==> src/rtl/pmode_pkg.sv <==
package pmode_pkg;

    localparam int VPTR_W = 9;
    localparam int VOFS_W = 7;
    localparam int AW     = VPTR_W + VOFS_W;
    localparam int LOW_W  = 6;

    typedef struct packed {
        logic [VPTR_W-1:0] vptr;
        logic              rom_off;
        logic              ovl;
        logic              avis;
        logic              drom;
        logic              clk_off;
        logic              smul;
        logic              sst;
    } pmode_t;

    typedef enum logic {SPACE_PROG = 1'b0, SPACE_DATA = 1'b1} space_e;

    function automatic logic in_range(input logic [AW-1:0] a,
                                      input logic [AW-1:0] lo,
                                      input logic [AW-1:0] hi);
        return (a >= lo) && (a <= hi);
    endfunction

    function automatic pmode_t hw_reset_word(input logic pin);
        pmode_t w;
        w         = '0;
        w.vptr    = '1;
        w.rom_off = pin;
        return w;
    endfunction

    function automatic pmode_t soft_reset_word(input pmode_t cur);
        pmode_t w;
        w         = '0;
        w.vptr    = cur.vptr;
        w.rom_off = cur.rom_off;
        return w;
    endfunction

endpackage

==> src/rtl/pmode_reg.sv <==
module pmode_reg
    import pmode_pkg::*;
(
    input  logic          clk,
    input  logic          rst,
    input  logic          mode_pin,
    input  logic          soft_rst,
    input  logic          wr_en,
    input  logic [AW-1:0] wr_data,
    output pmode_t        word
);
    pmode_t word_q;

    always_ff @(posedge clk) begin
        if (rst)
            word_q <= hw_reset_word(mode_pin);
        else if (soft_rst)
            word_q <= soft_reset_word(word_q);
        else if (wr_en)
            word_q <= pmode_t'(wr_data);
    end

    assign word = word_q;
endmodule

==> src/rtl/pmode_decode.sv <==
module pmode_decode
    import pmode_pkg::*;
#(
    parameter space_e         SPACE  = SPACE_PROG,
    parameter logic [AW-1:0]  ROM_LO = 16'hF000,
    parameter logic [AW-1:0]  ROM_HI = 16'hFFFF,
    parameter logic [AW-1:0]  RAM_LO = 16'h0080,
    parameter logic [AW-1:0]  RAM_HI = 16'h3FFF
) (
    input  pmode_t        word,
    input  logic [AW-1:0] addr,
    output logic          rom_sel,
    output logic          ram_sel
);
    logic hit_rom;
    logic hit_ram;
    logic page0;

    assign hit_rom = in_range(addr, ROM_LO, ROM_HI);
    assign hit_ram = in_range(addr, RAM_LO, RAM_HI);
    assign page0   = (addr[AW-1:VOFS_W] == '0);

    generate
        if (SPACE == SPACE_PROG) begin : g_prog
            assign rom_sel = !word.rom_off && hit_rom;
            assign ram_sel = word.ovl && hit_ram && !page0;
        end else begin : g_data
            assign rom_sel = word.drom && hit_rom;
            assign ram_sel = hit_ram;
        end
    endgenerate
endmodule

==> src/rtl/pmode_pins.sv <==
module pmode_pins
    import pmode_pkg::*;
(
    input  logic          clk,
    input  logic          rst,
    input  pmode_t        word,
    input  logic [AW-1:0] prog_addr,
    input  logic          prog_fetch,
    input  logic          ext_valid,
    input  logic [AW-1:0] ext_bus_addr,
    output logic [AW-1:0] ext_addr,
    output logic          clk_out
);
    logic [AW-1:0] pins_q;

    always_ff @(posedge clk) begin
        if (rst)
            pins_q <= '0;
        else if (ext_valid)
            pins_q <= ext_bus_addr;
        else if (word.avis && prog_fetch)
            pins_q <= prog_addr;
    end

    assign ext_addr = pins_q;
    // word changes only at a rising edge, while clk is already high
    assign clk_out  = clk | word.clk_off;
endmodule

==> src/rtl/pmode_ctrl.sv <==
module pmode_ctrl
    import pmode_pkg::*;
#(
    parameter logic [15:0] ROM_LO = 16'hF000,
    parameter logic [15:0] ROM_HI = 16'hFFFF,
    parameter logic [15:0] RAM_LO = 16'h0080,
    parameter logic [15:0] RAM_HI = 16'h3FFF
) (
    input  logic        clk,
    input  logic        rst,
    input  logic        mode_pin,
    input  logic        soft_rst,
    input  logic        wr_en,
    input  logic [15:0] wr_data,
    output logic [15:0] rd_data,
    input  logic [6:0]  vec_num,
    output logic [15:0] vec_addr,
    input  logic [15:0] prog_addr,
    input  logic        prog_fetch,
    output logic        prog_rom_sel,
    output logic        prog_ram_sel,
    input  logic [15:0] data_addr,
    output logic        data_rom_sel,
    output logic        data_ram_sel,
    input  logic        ext_valid,
    input  logic [15:0] ext_bus_addr,
    output logic [15:0] ext_addr,
    output logic        clk_out
);
    pmode_t word;

    pmode_reg u_reg (
        .clk      (clk),
        .rst      (rst),
        .mode_pin (mode_pin),
        .soft_rst (soft_rst),
        .wr_en    (wr_en),
        .wr_data  (wr_data),
        .word     (word)
    );

    pmode_decode #(.SPACE(SPACE_PROG), .ROM_LO(ROM_LO), .ROM_HI(ROM_HI),
                   .RAM_LO(RAM_LO), .RAM_HI(RAM_HI)) u_pdec (
        .word    (word),
        .addr    (prog_addr),
        .rom_sel (prog_rom_sel),
        .ram_sel (prog_ram_sel)
    );

    pmode_decode #(.SPACE(SPACE_DATA), .ROM_LO(ROM_LO), .ROM_HI(ROM_HI),
                   .RAM_LO(RAM_LO), .RAM_HI(RAM_HI)) u_ddec (
        .word    (word),
        .addr    (data_addr),
        .rom_sel (data_rom_sel),
        .ram_sel (data_ram_sel)
    );

    pmode_pins u_pins (
        .clk          (clk),
        .rst          (rst),
        .word         (word),
        .prog_addr    (prog_addr),
        .prog_fetch   (prog_fetch),
        .ext_valid    (ext_valid),
        .ext_bus_addr (ext_bus_addr),
        .ext_addr     (ext_addr),
        .clk_out      (clk_out)
    );

    assign rd_data  = word;
    assign vec_addr = {word.vptr, vec_num};
endmodule

==> config.mk <==
export PLATFORM = sky130hd
export DESIGN_NAME = pmode_ctrl
export DESIGN_NICKNAME = d
export VERILOG_FILES = /design/src/rtl/pmode_pkg.sv /design/src/rtl/pmode_reg.sv /design/src/rtl/pmode_decode.sv /design/src/rtl/pmode_pins.sv /design/src/rtl/pmode_ctrl.sv
export SDC_FILE = /design/constraint.sdc
export NUM_CORES = 1
export LEC_CHECK = 0
export ABC_AREA = 1
export BUFFER_PORTS_ARGS = -buffer_cell sky130_fd_sc_hd__buf_2
export CAP_MARGIN = 20
export CORE_MARGIN = 4
export CORE_UTILIZATION = 42
export CTS_CLUSTER_SIZE = 14
export DETAILED_ROUTE_END_ITERATION = 16
export GPL_TIMING_DRIVEN = 0
export PLACE_DENSITY = 0.95
export SLEW_MARGIN = 20
export SYNTH_ARGS = -nofsm -noshare
export SYNTH_HDL_FRONTEND = slang
export SYNTH_SLANG_ARGS = --single-unit
==> constraint.sdc <==
create_clock -name clk -period 1.55 [get_ports clk]
set_input_delay 0.0775 -clock clk [delete_from_list [all_inputs] [get_ports clk]]
set_output_delay 0.0775 -clock clk [all_outputs]
set_load 0.02 [all_outputs]
==> impl_metrics.tcl <==
set metrics [dict create \
    wire_per_inst_um 12.1 \
    core_area_um2 3770 \
    rows 22 \
    hold_violations 0 \
    dpl.hpwl_um 3710 \
    synth_largest_area_cell "dfxtp_1" \
    grt_pass1_wl_um 8280 \
    p_leak_nw 1.42 \
    n_fill_cell 317 \
    grt-busiest-layer "met2" \
    worst-path-buf-inv 3 \
    cp_data_arrival_time_ns 1.43 \
    clk_pin_slew_ns 0.07 \
    critPathMaxFanout 2 \
    total_power_mw 2.44 \
    globalRouteOverflowTotal 0 \
    ys_ff_latch 32 \
    hold_start "wr_data[6]" \
    synth_area_um2 1680 \
    synth_edf_count 1 \
    drt_first_iter_violations 116 \
    yosysMostFrequentCell "nand2_1" \
    critPathSlowestCell "or2_2" \
    cts_resized 0 \
    worstSetupStartpointType "clock port" \
    finalClockSkew_ns 0.00434 \
    power_density_nw_per_um2 913 \
    io_buffers 114 \
    synth_ff_type "dfxtp_1" \
    die_w_um 71.3 \
    met1_usage_pct 22.3 \
    cp_top_family "buffers and inverters" \
    drv_slew 0 \
    holdCritPathClass "in -> reg" \
    endpoint_kind "primary output" \
    grtUsageTotal_pct 20.5 \
    instances_no_fill 430 \
    clk-insertion-delay-late_ns 0.37 \
    rsz0062_at_grt "false" \
    cp.required_ns 1.47 \
    max-slew-margin-rel_pct 71.8 \
    async_flop_share_pct 0 \
    stdcell_area_um2 2670 \
    dpl_worst_slack_ns 0.294 \
    cts_tree "done" \
    start_util_pct 44.6 \
    placed_area_um2 2310 \
    ir_drop_mv 0.828 \
    use_met3_pct 8.27 \
    antenna_found_initial 0 \
    area_delta_synth_final_pct 59.0 \
    routed_wl_um 5210 \
    drive_gt1_share_pct 43.2 \
    cp-startpoint "clk" \
    synthTopCellsByArea "dfxtp_1 (37%), nand2_1 (21%), buf_4 (7.1%), nor2_1 (6.0%), nand3_1 (6.0%)" \
    synth_area_per_cell_um2 7.16 \
    grt_max_degree 11 \
    post-place-cells 397 \
    postRouteAntennaNets 0 \
    postCtsSetupBuffers 0 \
    finalSetupTns_ns 0 \
    vias 1976 \
    hold_buffers 22 \
    dieArea_um2 5080 \
    die_height_um 71.3 \
    route.detailed.drc 0 \
    slowest_delay_ns 0.26 \
    gp_congestion 0.807 \
    top_level_ports 131 \
    setup_viol 0 \
    worst_slack_ns 0.0470 \
    reg2reg_from "u_reg.word[4]$_SDFFE_PP0P_" \
    status "finished clean" \
    nets 459 \
    dr.pass1.iters 5 \
    yosys.area.top_type_share_pct 36.9 \
    ys_top_cells_by_count "nand2_1 (95), dfxtp_1 (31), nor2_1 (27), nand3_1 (20), buf_4 (16)" \
    worst_slew_pin_slew_ns 0.423 \
    fin_util_pct 70.9 \
    yosysSeqAreaShare_pct 38.7 \
    met2_usage_pct 35.9 \
    cpMostUsedCell "clkbuf_8" \
    ys_types 25 \
    synth_warnings 0 \
    critical_path_class "clk -> out" \
    maxCapViolCount 0 \
    whs_ns 0.00684 \
    viasPerCell 4.60 \
    synth_nets 313 \
    syn_inst 235 \
    path_cells "clkbuf_8 -> clkbuf_8 -> or2_2 -> buf_2" \
    antenna_cells 0 \
    grt_pass1_vias 1906 \
]
layout make-up:
type	count	area (um2)	share of cell area [%]
Multi-Input combinational cell	171	779	29.2
Tap cell	48	60.1	2.25
Buffer	24	209	7.81
Inverter	8	42.5	1.59
Sequential cell	32	651	24.3
Clock buffer	12	146	5.47
Timing Repair Buffer	135	786	29.4
cells by family after synthesis:
logic type      synth area share (%)
flops                           38.7
buf+inv                         15.0
simple gates                    37.4
compound gates                  9.00
power breakdown:
part	internal, mW	leakage [nW]	switching, mW
logic	0.255	1.08	0.301
registers	0.879	0.266	0.0312
clock network	0.602	0.0806	0.373
total	1.74	1.42	0.706
sequential cells by signal, indices dropped and copies added (netlist names):
signal / cells
u_pins.ext_addr: 16
u_reg.word: 16
worst min-delay path, delay by kind of cell:
| kind | cells | cell delay (ns) |
|---|---|---|
| buf+inv | 1 | 0.07 |
| simple gates | 2 | 0.13 |
routing by layer:
layer  up-vias  wire (um)
met2       100       2610
li1       1014          -
met5         -          0
met4         0         59
met3         8        544
met1       854       2000
worst paths after layout:
| path | to | slack, ns | cells past startpoint |
|---|---|---|---|
| hold / removal | u_reg.word[6]$_DFFE_PP_ | 0.007 | 3 |
| setup reg to reg | u_pins.ext_addr[11]$_SDFFE_PP0P_ | 0.53 | 5 |
| hold reg to reg | u_reg.word[1]$_SDFFE_PP0P_ | 0.47 | 2 |
| setup / recovery | clk_out | 0.05 | 4 |
placed cells by master, fill, tap and decap left out:
cell / n
nand2_4: 1
nor2_1: 27
nand3_1: 20
clkbuf_1: 2
clkbuf_8: 10
dfxtp_1: 31
buf_4: 16
a21oi_1: 6
o21a_1: 1
buf_8: 1
a21oi_2: 9
buf_12: 1
o21ai_1: 1
o21ai_0: 6
nand4_1: 1
inv_1: 4
buf_6: 4
nand2_1: 95
nand2_8: 1
inv_12: 1
nor2_8: 1
buf_2: 115
edfxtp_1: 1
nand2_2: 1
or2_2: 1
dlygate4sd3_1: 22
inv_2: 3
No activity file was read; power rests on OpenSTA's default activity.
